**config.mk**
```make
export PLATFORM = sky130hd
export DESIGN_NAME = ext_irq_ctrl
export DESIGN_NICKNAME = d
export VERILOG_FILES = /design/src/rtl/ext_irq_pkg.sv /design/src/rtl/ext_irq_sync.sv /design/src/rtl/ext_irq_edge.sv /design/src/rtl/ext_irq_flags.sv /design/src/rtl/ext_irq_ctrl.sv
export SDC_FILE = /design/constraint.sdc
export NUM_CORES = 1
export LEC_CHECK = 0
export ABC_AREA = 1
export CAP_MARGIN = 10
export CORE_MARGIN = 2
export CORE_UTILIZATION = 35
export CTS_BUF_LIST = sky130_fd_sc_hd__clkbuf_8
export CTS_CLUSTER_DIAMETER = 50
export DETAILED_ROUTE_END_ITERATION = 12
export PLACE_DENSITY = 0.59
export RECOVER_POWER = 100
export SETUP_SLACK_MARGIN = 0.3
export SKIP_CTS_REPAIR_TIMING = 1
export SLEW_MARGIN = 40
export SYNTH_ARGS = -nofsm -noshare
export SYNTH_HDL_FRONTEND = slang
export SYNTH_SLANG_ARGS = --single-unit
```
**constraint.sdc**
```tcl
create_clock -name clk_i -period 1.8 [get_ports clk_i]
set_clock_uncertainty 0.15 [all_clocks]
set_input_delay 0.18 -clock clk_i [delete_from_list [all_inputs] [get_ports clk_i]]
set_output_delay 0.18 -clock clk_i [all_outputs]
set_load 0.1 [all_outputs]
```
**src/rtl/ext_irq_pkg.sv**
```systemverilog
package ext_irq_pkg;
  localparam int unsigned DEF_ADDR_W  = 8;
  localparam int unsigned DEF_DATA_W  = 8;
  localparam int unsigned DEF_NUM_SRC = 5;
  localparam logic [7:0] OFS_POL  = 8'hF2;
  localparam logic [7:0] OFS_MASK = 8'hF3;
  localparam logic [7:0] OFS_PEND = 8'hF6;
endpackage

```
**src/rtl/ext_irq_sync.sv**
```systemverilog
module ext_irq_sync #(
  parameter int unsigned N      = 5,
  parameter int unsigned STAGES = 2
) (
  input  logic         clk_i,
  input  logic         rst_ni,
  input  logic [N-1:0] pin_i,
  output logic [N-1:0] sync_o
);
  logic [STAGES-1:0][N-1:0] stg_q;

  for (genvar s = 0; s < STAGES; s++) begin : g_stg
    if (s == 0) begin : g_first
      always_ff @(posedge clk_i or negedge rst_ni)
        if (!rst_ni) stg_q[s] <= '0;
        else         stg_q[s] <= pin_i;
    end else begin : g_next
      always_ff @(posedge clk_i or negedge rst_ni)
        if (!rst_ni) stg_q[s] <= '0;
        else         stg_q[s] <= stg_q[s-1];
    end
  end

  assign sync_o = stg_q[STAGES-1];
endmodule

```
**src/rtl/ext_irq_edge.sv**
```systemverilog
module ext_irq_edge #(
  parameter int unsigned N = 5
) (
  input  logic         clk_i,
  input  logic         rst_ni,
  input  logic [N-1:0] sync_i,
  input  logic [N-1:0] pol_i,
  output logic [N-1:0] edge_o
);
  logic [N-1:0] prev_q;

  always_ff @(posedge clk_i or negedge rst_ni)
    if (!rst_ni) prev_q <= '0;
    else         prev_q <= sync_i;

  // an edge needs a real level change; polarity only picks its direction
  assign edge_o = (sync_i ^ prev_q) & ~(sync_i ^ pol_i);


  edge_needs_change_chk: assert property (@(posedge clk_i) disable iff (!rst_ni)
    (edge_o != '0) |-> ((edge_o & (sync_i ^ $past(sync_i))) == edge_o));


  edge_dir_chk: assert property (@(posedge clk_i) disable iff (!rst_ni)
    (edge_o != '0) |-> ((edge_o & sync_i) == (edge_o & pol_i)));
endmodule

```
**src/rtl/ext_irq_flags.sv**
```systemverilog
module ext_irq_flags #(
  parameter int unsigned N = 5
) (
  input  logic         clk_i,
  input  logic         rst_ni,
  input  logic [N-1:0] edge_i,
  input  logic         clr_we_i,
  input  logic [N-1:0] clr_data_i,
  output logic [N-1:0] flag_o
);
  logic [N-1:0] flag_q;
  logic [N-1:0] clr;

  assign clr = clr_we_i ? ~clr_data_i : '0;

  // set beats clear
  always_ff @(posedge clk_i or negedge rst_ni)
    if (!rst_ni) flag_q <= '0;
    else         flag_q <= (flag_q & ~clr) | edge_i;

  assign flag_o = flag_q;


  no_sw_set_chk: assert property (@(posedge clk_i) disable iff (!rst_ni)
    (flag_q & ~$past(flag_q) & ~$past(edge_i)) == '0);


  set_wins_chk: assert property (@(posedge clk_i) disable iff (!rst_ni)
    (edge_i != '0) |=> ((flag_q & $past(edge_i)) == $past(edge_i)));
endmodule

```
**src/rtl/ext_irq_ctrl.sv**
```systemverilog
module ext_irq_ctrl
  import ext_irq_pkg::*;
#(
  parameter int unsigned NUM_SRC     = DEF_NUM_SRC,
  parameter int unsigned DATA_W      = DEF_DATA_W,
  parameter int unsigned ADDR_W      = DEF_ADDR_W,
  parameter int unsigned SYNC_STAGES = 2,
  parameter logic [ADDR_W-1:0] ADDR_POL  = ADDR_W'(OFS_POL),
  parameter logic [ADDR_W-1:0] ADDR_MASK = ADDR_W'(OFS_MASK),
  parameter logic [ADDR_W-1:0] ADDR_PEND = ADDR_W'(OFS_PEND)
) (
  input  logic              clk_i,
  input  logic              rst_ni,
  input  logic [ADDR_W-1:0] addr_i,
  input  logic [DATA_W-1:0] wdata_i,
  input  logic              wr_i,
  input  logic              rd_i,
  output logic [DATA_W-1:0] rdata_o,
  input  logic [NUM_SRC-1:0] pin_i,
  output logic              irq_o
);
  localparam int unsigned PAD_W = DATA_W - NUM_SRC;

  logic [NUM_SRC-1:0] pol_q, mask_q, sync, edges, flags;
  logic sel_pol, sel_mask, sel_pend;
  logic unused_wdata;

  assign sel_pol  = (addr_i == ADDR_POL);
  assign sel_mask = (addr_i == ADDR_MASK);
  assign sel_pend = (addr_i == ADDR_PEND);
  assign unused_wdata = ^wdata_i[DATA_W-1:NUM_SRC];

  always_ff @(posedge clk_i or negedge rst_ni)
    if (!rst_ni) begin
      pol_q  <= '0;
      mask_q <= '0;
    end else if (wr_i) begin
      if (sel_pol)  pol_q  <= wdata_i[NUM_SRC-1:0];
      if (sel_mask) mask_q <= wdata_i[NUM_SRC-1:0];
    end

  ext_irq_sync #(.N(NUM_SRC), .STAGES(SYNC_STAGES)) u_sync (
    .clk_i (clk_i),
    .rst_ni(rst_ni),
    .pin_i (pin_i),
    .sync_o(sync)
  );

  ext_irq_edge #(.N(NUM_SRC)) u_edge (
    .clk_i (clk_i),
    .rst_ni(rst_ni),
    .sync_i(sync),
    .pol_i (pol_q),
    .edge_o(edges)
  );

  ext_irq_flags #(.N(NUM_SRC)) u_flags (
    .clk_i     (clk_i),
    .rst_ni    (rst_ni),
    .edge_i    (edges),
    .clr_we_i  (wr_i && sel_pend),
    .clr_data_i(wdata_i[NUM_SRC-1:0]),
    .flag_o    (flags)
  );

  always_comb begin
    rdata_o = '0;
    if (rd_i) begin
      if (sel_pol)       rdata_o = {{PAD_W{1'b1}}, pol_q};
      else if (sel_mask) rdata_o = {{PAD_W{1'b0}}, mask_q};
      else if (sel_pend) rdata_o = {{PAD_W{1'b0}}, flags};
    end
  end

  assign irq_o = |(flags & mask_q);


  pol_pad_chk: assert property (@(posedge clk_i) disable iff (!rst_ni)
    (rd_i && sel_pol) |-> (rdata_o[DATA_W-1:NUM_SRC] == {PAD_W{1'b1}}));


  mask_pad_chk: assert property (@(posedge clk_i) disable iff (!rst_ni)
    (rd_i && (sel_mask || sel_pend)) |-> (rdata_o[DATA_W-1:NUM_SRC] == '0));


  irq_masked_chk: assert property (@(posedge clk_i) disable iff (!rst_ni)
    (mask_q == '0) |-> !irq_o);


  idle_read_chk: assert property (@(posedge clk_i) disable iff (!rst_ni)
    !rd_i |-> (rdata_o == '0));
endmodule

```
==> summary.txt, run 1 <==
Avg WL per Cell: 12.5 µm
H-tree Lvls: 2
Port bufs: 30
Clk root buf: clkbuf_8
Drc violations: 0
Fill cell count: 341
Fin util: 55.4%
1st-pass router iterations: 4
Chip height: 66.5 µm
Final hold vios: 0
TritonCTS clock tree: built
Fin crit share: 93.0%
Sequential fraction of the synthesis area: 54.8%
Syn Area/Cell: 8.61 µm²
Synthesis Warnings: 0
Fin crit period: 1.67 ns
Vias: 1206
Slew Limit Fails: 0
Site Rows: 22
Switch Pwr: 0.382 mW
CTS Buf Count: 5
Setup crit end kind: output port
Slowest cell on crit path: dfrtp_1
Antenna violations before repair: 0
Final HPWL DP: 2.08 mm
# IOs: 34
Fmax: 597 MHz
R2r setup slk: 0.85 ns
RSZ-0062 raised after global routing: yes
Total wire length: 3.18 mm
NumNets Final: 230
Slew @ Worst Pin: 0.729 ns
Most used cell, CP: nor2_4
Sink Count: 30
Internal: 1.10 mW
Largest delay share family, worst path: flip-flops
Area grow syn2layout: 50.4%
Slew margin rel.: 51.4%
Antenna diode count: 0
Worst path max stage delay: 0.41 ns
Worst EP required: 1.47 ns
Run status: finished, final reports clean
Worst Hold Class: register to register
DR vias/cell: 4.75
Clock Tree Buf Depth: 2
#FFs+latches synth: 30
Commonest non-fill, non-tap cell in the layout: nand2_1
Max_cap viols: 0
CP Data Arrival Time: 1.34 ns
Vias in the first global route: 1118
Hold Slack: 0.197 ns
Tot GR Track Use: 15.0%
Global-route wire length before repair: 4.82 mm
Initial DRC Count: 61
GPL Wtd Cong: 0.791
Share of layout cells above drive strength 1: 35.0%
Maximum vdd drop: 0.511 mV
Bufs and invs on worst path: 1
Core Area: 0.00372 mm²
Comb power frac: 15.0%
Cell Chain, Critical Path: nand3_2, nand2_2, nor2_4, nor2_4, clkbuf_4
Clock power frac: 36.1%
ANT nets after route: 0
Final setup viols: 0
Clk Latency, worst-skew pair: 0.28 ns
Largest net degree at the start of global routing: 31
DIE AREA: 0.00443 mm²
Remaining global-route overflow: 0
Yosys cell types: 16
Clock Pin Slew Worst Setup and Hold Paths: 0.06 ns
Crit path kind: register to output port
Post-Syn Area: 0.00137 mm²
Crit-path max FO: 3
Setup crit start kind: register
LEAKAGE: 1.01 nW
Net Sw Frac: 25.8%
Syn Inst Count: 159
Initial Util: 36.8%
Chip Width: 66.5 µm
Reg power frac: 48.9%
Most frequent cells in the layout: nand2_1, dfrtp_1, inv_1, nor2_4
PwrDens: 720 mW/mm²
Syn nets: 184
## per-stage QoR
step                      setup slack (ns)  std cells  cell area, µm²  TNS, ns  total power [mW]
after floorplan                     0.0526        159            1480        0             0.840
after global placement              -0.324        237            1900    -2.80             0.946
after detailed placement            -0.370        237            1900    -3.22             0.951
after CTS                           -0.374        245            1990    -2.83              1.49
after global routing                0.0662        254            2060        0              1.56
final                                0.125        254            2060        0              1.48
## kinds of logic after synthesis
family          count (synthesis)  share of synthesized area (%)
simple gates                   92                           31.8
flops                          30                           54.8
buf+inv                        21                           7.22
compound gates                 16                           6.12
## sequential cells by signal (all words and copies together), names as in the netlist
register and flops:
mask_q 5, u_sync.sync_o 5, u_edge.prev_q 5, u_flags.flag_o 5, pol_q 5, u_sync.stg_q 5
## path summary, 6_finish.rpt
path,from,endpoint,depth (start not counted)
worst max-delay path,mask_q[2],rdata_o[2],5
worst max register to register,u_flags.flag_o[3],u_flags.flag_o[3],3
worst min-delay path,u_sync.stg_q[0],u_sync.sync_o[0],0
worst min register to register,u_sync.stg_q[0],u_sync.sync_o[0],0
max in group asynchronous,rst_ni,u_sync.stg_q[3],2
min in group asynchronous,rst_ni,mask_q[3],2
## cell type report
cell class / instances / area [µm²] / area share [%]
flip-flops and latches: 30 / 751 / 36.5
multi-input cells: 109 / 653 / 31.7
repair buffers: 43 / 420 / 20.4
clock buffers: 6 / 82.6 / 4.01
inverters: 16 / 82.6 / 4.01
well taps: 48 / 60.1 / 2.92
clock inverters: 2 / 8.76 / 0.426
## Yosys cell counts, drive strengths merged
cell | n | share of area (%)
a221oi | 1 | 0.64
buf | 5 | 2.8
dfrtp | 30 | 55
inv | 16 | 4.4
nand2 | 44 | 13
nand3 | 11 | 4.4
nand3b | 5 | 2.7
nand4 | 5 | 2.3
nor2 | 27 | 9.8
o21ai | 15 | 5.5
## routing by layer
metal,share of wire [%],vias to the layer above,GRT usage (%)
li1,-,601,-
met1,44,567,16.8
met2,48,33,24.9
met3,7.1,5,5.24
met4,1.7,0,8.42
met5,0,-,0
## power by group through the flow
stage	clock network (mW)	logic, mW	registers, mW
6_report	0.536	0.222	0.725
5_1_grt	0.594	0.239	0.729
4_1_cts	0.553	0.217	0.723
3_5_place_dp	0	0.216	0.735
3_3_place_gp	0	0.212	0.734
2_1_floorplan	0	0.109	0.731
No activity file was read; power rests on OpenSTA's default activity.
==> run 2: changes to the inputs <==
- MAX_ROUTING_LAYER: not set -> met4
==> run 2 against run 1 <==
Effect of this change: cell count did not move; utilization is the same; largest cell class unchanged; total power rose by 0.20%; largest power group unchanged; clock power about the same; cell area did not move; routed wire length decreased by 0.41%.
==> summary.txt, run 2 (same netlist as run 1, synthesis figures left out) <==
Fmax: 596 MHz
Site Rows: 22
Remaining global-route overflow: 0
Core Area: 0.00372 mm²
1st-pass router iterations: 4
Reg power frac: 48.8%
Slew margin rel.: 51.4%
Initial Util: 36.8%
Chip Width: 66.5 µm
Antenna violations before repair: 0
H-tree Lvls: 2
Final hold vios: 0
Share of layout cells above drive strength 1: 35.0%
Worst path max stage delay: 0.41 ns
Worst EP required: 1.47 ns
Maximum vdd drop: 0.513 mV
Final HPWL DP: 2.08 mm
Clock Pin Slew Worst Setup and Hold Paths: 0.06 ns
Final setup margin: 0.123 ns
Place WS: -0.370 ns
Largest delay share family, worst path: flip-flops
Clock Tree Buf Depth: 2
Most frequent cells in the layout: nand2_1, dfrtp_1, inv_1, nor2_4
Crit-path max FO: 3
Comb power frac: 14.9%
Setup crit end kind: output port
Hold Slack: 0.197 ns
Bufs and invs on worst path: 1
Setup crit start kind: register
Initial DRC Count: 52
Chip height: 66.5 µm
Max_cap viols: 0
DIE AREA: 0.00443 mm²
Power Total: 1.49 mW
Clk Latency, worst-skew pair: 0.28 ns
Slowest cell on crit path: dfrtp_1
Sink Count: 30
Area grow syn2layout: 50.4%
Net Sw Frac: 25.9%
LEAKAGE: 1.01 nW
Crit path kind: register to output port
# IOs: 34
Most used cell, CP: nor2_4
Global-route wire length before repair: 4.84 mm
Slew Limit Fails: 0
Antenna diode count: 0
Port bufs: 30
Cell Chain, Critical Path: nand3_2, nand2_2, nor2_4, nor2_4, clkbuf_4
Fill cell count: 341
Fin crit share: 93.2%
Cells after DPL: 237
Largest net degree at the start of global routing: 31
Avg WL per Cell: 12.5 µm
PwrDens: 722 mW/mm²
CP Data Arrival Time: 1.35 ns
Clock power frac: 36.3%
ANT nets after route: 0
Clk root buf: clkbuf_8
Final setup viols: 0
Slew @ Worst Pin: 0.729 ns
NumNets Final: 230
Commonest non-fill, non-tap cell in the layout: nand2_1
Run status: finished, final reports clean
Internal: 1.10 mW
GPL Wtd Cong: 0.802
Total wire length: 3.16 mm
Drc violations: 0
Vias in the first global route: 1117
DR vias/cell: 4.79
Tot GR Track Use: 15.5%
Switch Pwr: 0.385 mW
RSZ-0062 raised after global routing: yes
Non-Filler Instances: 254
CTS Buf Count: 5
Fin crit period: 1.68 ns
TritonCTS clock tree: built
Worst Hold Class: register to register
Vias: 1216
-- run 2: power by group through the flow --
| stage | combinational (mW) | clock, mW | sequential (mW) |
|---|---|---|---|
| floorplan | 0.109 | 0 | 0.731 |
| global placement | 0.212 | 0 | 0.734 |
| detailed placement | 0.216 | 0 | 0.735 |
| CTS | 0.217 | 0.553 | 0.723 |
| global route | 0.239 | 0.596 | 0.729 |
| finish | 0.222 | 0.539 | 0.725 |
-- run 2: layer usage --
layer / global-route usage [%] / share of wire [%] / up-vias
li1: - / - / 600
met1: 17.0 / 43 / 569
met2: 24.9 / 48 / 42
met3: 5.07 / 7.8 / 5
met4: 8.42 / 1.7 / 0
met5: - / 0 / -
-- run 2: worst register-to-register path, cell delays in order, from the launching register on --
cell and delay [ns]:
dfrtp_1 0.42, buf_4 0.15, nand2_1 0.05, nand3_1 0.07
-- run 2: area by class of cell --
type / instances / area [µm²] / share of cell area, %
clock buffer: 6 / 82.6 / 4.01
sequential: 30 / 751 / 36.5
timing repair buffer: 43 / 420 / 20.4
tap: 48 / 60.1 / 2.92
clock inverter: 2 / 8.76 / 0.426
inverter: 16 / 82.6 / 4.01
multi-input combinational: 109 / 653 / 31.7
-- run 2: stage by stage --
stage               area, µm²  utilization, %  TNS [ns]
finish                   2060            55.4         0
global route             2060            55.4         0
CTS                      1990            53.7     -2.83
detailed placement       1900            51.2     -3.22
global placement         1900            51.2     -2.80
floorplan                1480               -         0
-- run 2: final timing paths --
kind | slack [ns] | cells past startpoint | start | endpoint
max in group asynchronous | 0.70 | 2 | rst_ni | u_sync.stg_q[3]
min | 0.20 | 0 | u_sync.stg_q[0] | u_sync.sync_o[0]
min in group asynchronous | 0.34 | 2 | rst_ni | mask_q[3]
min reg2reg | 0.20 | 0 | u_sync.stg_q[0] | u_sync.sync_o[0]
max | 0.12 | 5 | mask_q[2] | rdata_o[2]
max reg2reg | 0.85 | 3 | u_flags.flag_o[3] | u_flags.flag_o[3]
==> run 3: changes to the inputs <==
- GPL_TIMING_DRIVEN: not set -> 0
- MAX_ROUTING_LAYER: met4 -> not set
==> run 3 against run 2 <==
Effect of this change: clock power is 16% higher; combinational power decreased by 4%; non-clock buffer count up 3; sequential cell count is the same; register-to-register slack is essentially flat; cell area increased by 4.3%; total power increased by 5.3%.
==> summary.txt, run 3 (same netlist as run 1, synthesis figures left out) <==
Chip height: 66.5 µm
Fin util: 57.7%
Cell Chain, Critical Path: buf_4, clkinvlp_2, nand2_1, nor2_4, nand2_1, buf_12, nor2_4, buf_12, buf_6
Clock power frac: 40.0%
Area grow syn2layout: 56.8%
Clk Latency, worst-skew pair: 0.28 ns
Drc violations: 0
ANT nets after route: 0
Site Rows: 22
Avg WL per Cell: 13.4 µm
Vias in the first global route: 1184
TritonCTS clock tree: built
1st-pass router iterations: 4
CTS Buf Count: 5
Final setup margin: 0.0842 ns
Slew Limit Fails: 0
Maximum vdd drop: 0.575 mV
Worst EP required: 1.47 ns
Vias: 1218
Reg power frac: 46.4%
Most frequent cells in the layout: nand2_1, dfrtp_1, nor2_4, inv_1
Place WS: -0.618 ns
Slew @ Worst Pin: 0.742 ns
GPL Wtd Cong: 0.769
# IOs: 34
PwrDens: 729 mW/mm²
Global-route wire length before repair: 5.21 mm
Internal: 1.18 mW
Hold Slack: 0.128 ns
Clk root buf: clkbuf_8
Final HPWL DP: 2.16 mm
Crit-path max FO: 10
Non-Filler Instances: 256
Remaining global-route overflow: 0
Clock Pin Slew Worst Setup and Hold Paths: 0.06 ns
Initial DRC Count: 36
Run status: finished, final reports clean
Share of layout cells above drive strength 1: 38.9%
Fin crit share: 95.3%
DIE AREA: 0.00443 mm²
Largest net degree at the start of global routing: 31
Worst path max stage delay: 0.21 ns
Slew margin rel.: 50.5%
Net Sw Frac: 24.9%
Commonest non-fill, non-tap cell in the layout: nand2_1
RSZ-0062 raised after global routing: yes
Cells after DPL: 236
CP Data Arrival Time: 1.39 ns
Slowest cell on crit path: buf_6
Antenna violations before repair: 0
Sink Count: 30
Initial Util: 36.8%
Final setup viols: 0
Max_cap viols: 0
DR vias/cell: 4.76
Port bufs: 29
H-tree Lvls: 2
NumNets Final: 232
Chip Width: 66.5 µm
Fmax: 583 MHz
Power Total: 1.56 mW
Fin crit period: 1.72 ns
Final hold vios: 0
Comb power frac: 13.6%
Setup crit start kind: primary input
Core Area: 0.00372 mm²
Total wire length: 3.42 mm
Antenna diode count: 0
Clock Tree Buf Depth: 2
Setup crit end kind: output port
Crit path kind: primary input to output port
Switch Pwr: 0.389 mW
Tot GR Track Use: 16.0%
LEAKAGE: 1.02 nW
Worst Hold Class: primary input to register
-- run 3: final cells by class --
cell class | instances | area [µm²]
multi-input cells | 108 | 689
clock buffers | 8 | 110
flip-flops and latches | 30 | 751
repair buffers | 41 | 388
fillers | 355 | 1570
inverters | 16 | 71.3
well taps | 48 | 60.1
plain buffers | 5 | 76.3
-- run 3: metal layers --
metal	vias up	global-route usage, %	wire, µm
met3	8	3.38	181
met4	0	7.91	48
met1	577	18.8	1520
li1	599	-	-
met5	-	0	0
met2	34	27.5	1680
-- run 3: critical path: cells and delay by family --
kind,cells,cell delay [ns]
AND/OR/NAND/NOR,4,0.50
buffers and inverters,5,0.70
-- run 3: per-stage QoR --
stage | setup TNS [ns] | area [µm²]
after global routing | 0 | 2150
after CTS | -4.53 | 1890
after global placement | -13.28 | 1830
after detailed placement | -4.48 | 1780
after floorplan | 0 | 1480
final | 0 | 2150
-- run 3: path summary, 6_finish.rpt --
| kind | startpoint | to | slack (ns) | cells past startpoint |
|---|---|---|---|---|
| worst max-delay path | addr_i[2] | rdata_o[7] | 0.08 | 9 |
| worst min-delay path | wr_i | u_flags.flag_o[1] | 0.13 | 4 |
| worst max register to register | u_flags.flag_o[2] | u_flags.flag_o[2] | 0.85 | 3 |
| worst min register to register | u_sync.stg_q[0] | u_sync.sync_o[0] | 0.20 | 0 |
| max in group asynchronous | rst_ni | pol_q[4] | 0.68 | 2 |
| min in group asynchronous | rst_ni | mask_q[2] | 0.35 | 2 |
-- run 3: power groups by stage --
stage          Clock (mW)  Combinational (mW)  Sequential, mW
2_1_floorplan           0               0.109           0.731
3_3_place_gp            0               0.194           0.734
3_5_place_dp            0               0.192           0.736
4_1_cts             0.639               0.193           0.724
5_1_grt             0.670               0.232           0.730
6_report            0.626               0.213           0.726
